**config.mk**
```make
export PLATFORM = sky130hd
export DESIGN_NAME = hs4_latch_fifo
export DESIGN_NICKNAME = d
export VERILOG_FILES = /design/src/rtl/hs4_pkg.sv /design/src/rtl/hs4_rst_sync.sv /design/src/rtl/hs4_ctrl.sv /design/src/rtl/hs4_latch.sv /design/src/rtl/hs4_latch_fifo.sv
export SDC_FILE = /design/constraint.sdc
export NUM_CORES = 1
export LEC_CHECK = 0
export BUFFER_PORTS_ARGS = -buffer_cell sky130_fd_sc_hd__buf_2
export CORE_UTILIZATION = 40
export CTS_BUF_LIST = sky130_fd_sc_hd__clkbuf_4
export DETAILED_ROUTE_END_ITERATION = 8
export PLACE_DENSITY = 0.63
export SLEW_MARGIN = 20
export SYNTH_ARGS = -nofsm -noshare
export SYNTH_HDL_FRONTEND = slang
export SYNTH_SLANG_ARGS = --single-unit
```
**constraint.sdc**
```tcl
create_clock -name clk_i -period 3 [get_ports clk_i]
set_clock_uncertainty 0.1 [all_clocks]
set_input_delay 0.45 -clock clk_i [delete_from_list [all_inputs] [get_ports clk_i]]
set_output_delay 0.45 -clock clk_i [all_outputs]
set_load 0.01 [all_outputs]
```
**src/rtl/hs4_pkg.sv**
```systemverilog
package hs4_pkg;
  // Control state of one stage: latch-close bit and output request.
  typedef struct packed {
    logic a;
    logic rout;
  } hs4_ctrl_t;

  localparam hs4_ctrl_t HS4_IDLE = '{a: 1'b0, rout: 1'b0};
endpackage

```
**src/rtl/hs4_rst_sync.sv**
```systemverilog
module hs4_rst_sync (
  input  logic clk_i,
  input  logic arst_ni,
  output logic rst_no
);
  logic [1:0] sync_q;

  always_ff @(posedge clk_i or negedge arst_ni) begin
    if (!arst_ni) begin
      sync_q <= 2'b00;
    end else begin
      sync_q <= {sync_q[0], 1'b1};
    end
  end

  assign rst_no = sync_q[1];
endmodule

```
**src/rtl/hs4_ctrl.sv**
```systemverilog
module hs4_ctrl
  import hs4_pkg::*;
(
  input  logic clk_i,
  input  logic rst_ni,
  input  logic rin_i,
  input  logic aout_i,
  output logic ain_o,
  output logic lt_o,
  output logic rout_o
);
  hs4_ctrl_t cur_q;
  hs4_ctrl_t nxt;

  // Next-state: set/reset style, hold otherwise.
  always_comb begin
    nxt = cur_q;
    if (rin_i && !cur_q.rout) begin
      nxt.a = 1'b1;
    end else if (!rin_i && cur_q.rout && aout_i) begin
      nxt.a = 1'b0;
    end
    if (cur_q.a && !aout_i) begin
      nxt.rout = 1'b1;
    end else if (!cur_q.a) begin
      nxt.rout = 1'b0;
    end
  end

  always_ff @(posedge clk_i or negedge rst_ni) begin
    if (!rst_ni) begin
      cur_q <= HS4_IDLE;
    end else begin
      cur_q <= nxt;
    end
  end

  assign ain_o  = cur_q.a;
  assign lt_o   = cur_q.a;
  assign rout_o = cur_q.rout;

  // the input side returns to zero only after the output acknowledge is high
  assert_ain_fall_after_aout_R8: assert property (@(posedge clk_i) disable iff (!rst_ni)
    $fell(ain_o) |-> ($past(aout_i) && $past(rout_o)));

  // output request rises only once the stage has closed on an item
  assert_rout_after_capture_R3: assert property (@(posedge clk_i) disable iff (!rst_ni)
    $rose(rout_o) |-> $past(lt_o));

  // capture only follows a seen request
  assert_capture_needs_req_R2: assert property (@(posedge clk_i) disable iff (!rst_ni)
    $rose(lt_o) |-> $past(rin_i));
endmodule

```
**src/rtl/hs4_latch.sv**
```systemverilog
module hs4_latch #(
  parameter int WIDTH = 8
) (
  input  logic             clk_i,
  input  logic             rst_ni,
  input  logic             lt_i,
  input  logic [WIDTH-1:0] d_i,
  output logic [WIDTH-1:0] q_o
);
  logic             load_en;
  logic [WIDTH-1:0] q_q;

  assign load_en = !lt_i;

  always_ff @(posedge clk_i or negedge rst_ni) begin
    if (!rst_ni) begin
      q_q <= '0;
    end else if (load_en) begin
      q_q <= d_i;
    end
  end

  assign q_o = q_q;

  // a closed latch keeps its contents
  assert_hold_while_closed_R5: assert property (@(posedge clk_i) disable iff (!rst_ni)
    $past(lt_i) |-> $stable(q_o));
endmodule

```
**src/rtl/hs4_latch_fifo.sv**
```systemverilog
module hs4_latch_fifo #(
  parameter int WIDTH = 8,
  parameter int DEPTH = 4
) (
  input  logic             clk_i,
  input  logic             rst_ni,
  input  logic             in_req,
  output logic             in_ack,
  input  logic [WIDTH-1:0] in_data,
  output logic             out_req,
  input  logic             out_ack,
  output logic [WIDTH-1:0] out_data
);
  localparam int NLINK = DEPTH + 1;

  logic                 rst_s;
  logic [NLINK-1:0]     req_w;
  logic [NLINK-1:0]     ack_w;
  logic [DEPTH-1:0]     lt_w;
  logic [WIDTH-1:0]     dat_w [NLINK];

  hs4_rst_sync u_rst (
    .clk_i   (clk_i),
    .arst_ni (rst_ni),
    .rst_no  (rst_s)
  );

  assign req_w[0]     = in_req;
  assign ack_w[DEPTH] = out_ack;
  assign dat_w[0]     = in_data;

  for (genvar s = 0; s < DEPTH; s++) begin : g_stage
    hs4_ctrl u_ctrl (
      .clk_i  (clk_i),
      .rst_ni (rst_s),
      .rin_i  (req_w[s]),
      .aout_i (ack_w[s+1]),
      .ain_o  (ack_w[s]),
      .lt_o   (lt_w[s]),
      .rout_o (req_w[s+1])
    );

    hs4_latch #(.WIDTH(WIDTH)) u_latch (
      .clk_i  (clk_i),
      .rst_ni (rst_s),
      .lt_i   (lt_w[s]),
      .d_i    (dat_w[s]),
      .q_o    (dat_w[s+1])
    );
  end

  assign in_ack   = ack_w[0];
  assign out_req  = req_w[DEPTH];
  assign out_data = dat_w[DEPTH];

  // output request moves only in step with the sink acknowledge
  assert_out_req_rise_R10: assert property (@(posedge clk_i) disable iff (!rst_s)
    $rose(out_req) |-> !$past(out_ack));
  assert_out_req_fall_R10: assert property (@(posedge clk_i) disable iff (!rst_s)
    $fell(out_req) |-> $past(out_ack));

  // input acknowledge tracks the request it answers
  assert_in_ack_rise_R2: assert property (@(posedge clk_i) disable iff (!rst_s)
    $rose(in_ack) |-> $past(in_req));
  assert_in_ack_fall_R2: assert property (@(posedge clk_i) disable iff (!rst_s)
    $fell(in_ack) |-> !$past(in_req));
endmodule

```
### Word level (Yosys, flattened, before mapping)

Cells that the tools add are included.

* reductions and logical operators: 29
* muxes and demuxes: 16
* equal/unequal tests: 4

Operator list (number)
* $logic_and 1x1->1: 16
* $mux 1: 16
* $logic_not 1->1: 9
* $ne 2x2->1 const B: 4
* $reduce_bool 2->1: 4

* bits in registers: 42
* input bits: 12

### Longest topological paths before layout

* word-level depth: 5
* mapped depth: 2
* mapped depth without buffers: 2

### Cells and area by module

Synthesis repeated with hierarchy kept, for this count alone.

* cells, all modules: 107
* area, all modules: 1755.4 um^2

By module, submodules not included
* hs4_latch: seq. area each 200.2 um^2, instances 4, cells an instance 17, area each 331.6 um^2
* hs4_ctrl: seq. area each 50.0 um^2, instances 4, cells an instance 9, area each 93.8 um^2
* hs4_rst_sync: seq. area each 50.0 um^2, instances 1, cells an instance 3, area each 53.8 um^2

### Least setup slack after synthesis

No wires, ideal clock.

* kind: reg-to-reg
* from: register g_stage[0].u_ctrl.cur_q (netlist bit g_stage[0].u_ctrl.ain_o)
* to: register g_stage[0].u_latch.q_q[0]
* library setup time: 125 ps
* clock period less this slack: 1086 ps
* arrival time: 861 ps
* slack: 1914 ps
* required time: 2775 ps
* stages on the path, launching flop included: 3
* cell sequence: dfrtp_1 -> buf_6 -> mux2_4

RTL lines
* from (decl): line hs4_ctrl.sv:12 `hs4_ctrl_t cur_q;`
* from (signal assigned): line hs4_ctrl.sv:34 `cur_q <= nxt;`
* to (signal assigned): line hs4_latch.sv:19 `q_q <= d_i;`
* to (decl): line hs4_latch.sv:11 `logic [WIDTH-1:0] q_q;`

No word-level cell between the ends.

### Worst setup path in the final report

* from: register g_stage[0].u_ctrl.cur_q (netlist bit g_stage[0].u_ctrl.ain_o)
* to: output port in_ack

RTL lines
* to (decl): line hs4_latch_fifo.sv:8 `output logic in_ack,`

No word-level cell between the ends.

==> results.md <==
* Hold path cells at 2
* Initial DRC count at 22
* DR DRC count at 0
* Ant diodes at 0
* Vias in the first global route at 816
* Clock latency on the worst-skew pair at 0.34 ns
* MaxCap Viol Count at 0
* Top cells by area, synth: dfrtp_1 60%, mux2_4 25%, buf_4 3.5%, buf_6 2.6%, o22a_1 2.0%
* CTS tree: yes
* RSZ-0062 raised after global routing: false
* P_leak at 0.9170 nW
* CTS clk-pin slew, worst paths at 0.11 ns
* WP data arrival at 1.25 ns
* Wire per inst at 12.95 um
* IO Count at 22
* Tmin final at 1.796 ns
* Initial antenna violation count at 0
* DP Wirelength at 1561 um
* Required time of the critical path at 2.45 ns
* Slew Limit Fails at 0
* WHS at 0.1853 ns
* Final instance area at 1866 um^2
* Worst Setup Path Type: reg -> out
* Sum Neg Setup Slack at 0 ns
* DRT Pass-1 Iters at 2
* Total gr overflow at 0
* Post-Syn Nets at 115
* Area growth from synthesis to layout at 7.266%
* Fmax at 556.7 MHz
* Critical path's slowest cell: dfrtp_1
* Setup ws final at 1.204 ns
* Largest net degree at the start of global routing at 41
* Worst Hold Launch: out_ack
* Yosys reg bits at 42
* Core Region at 4086 um^2
* Post_cts resized at 0
* Total GRT Usage at 0.1215
* Register area share after synthesis at 0.6043
* VDD IR max at 472.2 uV
* Placed Cells incl. Taps at 162
* Crit path depth at 1
* Area post-placement at 1803 um^2
* DIE WIDTH at 67.94 um
* Dpl ws at 1.561 ns
* Synth Warn # at 0
* Yosys cell types at 10
* Post-CTS Setup Bufs at 0
* Setup violators final at 0
* Starting Density at 0.4256
* Worst r2r path cells at 1
* Worst Tran Pin Value at 0.8300 ns
* Post-Route WL at 2201 um
* Post-Syn Area at 1739 um^2
* Buf/Inv on CP at 1
* Slew Limit Headroom at 0.4467
* Fraction of layout cells with a size suffix above 1 at 0.5083
* Worst r2r src: g_stage[3].u_ctrl.ain_o
* Vias post-DR at 799
* Total Nets Final at 132
* GPL Wtd Cong at 0.6204
* First-pass GRT wire length at 3843 um
* TritonCTS buffer count at 5
* FP Rows at 23
* Hold buffers post-CTS at 1
* Hold WC Path Type: in -> reg
* H-tree Lvls at 2
* Crit start category: flop
* Tcrit/Tclk final at 0.5988
* Via density at 4.700
* CTS Root Cell: clkbuf_4
* Cell family with most CP delay: flip-flops
* Mapped Cells at 103
* Clock buffer depth at 2
* Chip height at 67.94 um
* Max incr delay on CP at 0.68 ns
* Full die area at 4616 um^2
* CP endpoint kind: output port
* TritonCTS Sinks at 42
* Antenna Violating Nets Remaining at 0
* Fin cells at 170
* Setup crit start: g_stage[0].u_ctrl.ain_o
* Hold Fails Final Rpt at 0
* Yosys top cell area share at 0.6043
* Mean area per synthesized cell at 16.89 um^2
* Worst-path cell chain: buf_2
* Power Density at 1104 nW/um^2
* Outcome: finished, final reports clean
* Buffers added on ports at 21
* Largest area contributor in the netlist: dfrtp_1
* Crit Path Max Fanout at 12
==> power breakdown <==
| group | switching [mW] | internal, mW |
|---|---|---|
| combinational | 0.152 | 0.532 |
| sequential | 0.268 | 0.840 |
| clock | 0.160 | 0.107 |
==> cell families (layout without fill, tap and decap cells) <==
family,after synthesis,after routing,share of synthesized area
flops,42,42,0.6043
mux,32,32,0.2698
buf+inv,16,33,0.06906
compound gates,12,12,0.05468
other cells,1,1,0.002156
==> cell usage in the layout, fill, tap and decap left out <==
cell type / synthesis / final
o22a_1: 4 / 4
a21boi_1: 4 / 4
a21boi_0: 4 / 4
dfrtp_1: 42 / 41
inv_1: 4 / 4
clkbuf_4: 0 / 7
buf_2: 0 / 21
dfrtp_2: 0 / 1
conb_1: 1 / 1
mux2_2: 3 / 3
mux2_4: 29 / 29
dlygate4sd3_1: 0 / 1
==> synthesized netlist by cell type <==
library cell and number:
a21boi_0 4, a21boi_1 4, buf_4 8, buf_6 4
conb_1 1, dfrtp_1 42, inv_1 4, mux2_2 3
mux2_4 29, o22a_1 4
==> area by class of cell <==
type                       instances  area, um^2
fill                             385        2221
tap                               50       62.56
inverter                           4       15.01
sequential                        42        1052
clock buffer                       7       52.55
timing repair buffer              22       115.1
multi-input combinational         45       568.0
==> stage by stage <==
stage          total power, mW  utilization
5_1_grt                  2.212       0.4565
3_5_place_dp             1.824       0.4412
4_1_cts                  2.095       0.4565
2_1_floorplan            1.772            -
6_report                 2.059       0.4565
3_3_place_gp             1.787       0.4412
==> worst paths after layout <==
check | end | slack [ns]
worst max-delay path | in_ack | 1.20
worst min register to register | u_rst.sync_q[1] | 0.27
max in group asynchronous | g_stage[3].u_latch.q_o[1] | 2.00
min in group asynchronous | g_stage[0].u_latch.q_o[0] | 0.28
worst max register to register | g_stage[3].u_latch.q_o[0] | 1.70
worst min-delay path | g_stage[3].u_ctrl.rout_o | 0.19
==> flip-flops by register name, indices dropped and copies added (netlist names) <==
register	count
g_stage.u_ctrl.ain_o	4
g_stage.u_ctrl.rout_o	4
g_stage.u_latch.q_o	32
u_rst.sync_q	2
==> routing by layer <==
layer,vias to the layer above,part of all wire,track usage
met1,392,0.50,0.1542
met4,0,0.029,0.09375
met2,21,0.42,0.1691
met5,-,0,0
met3,7,0.051,0.04000
li1,379,-,-
No activity file was read; power rests on OpenSTA's default activity.
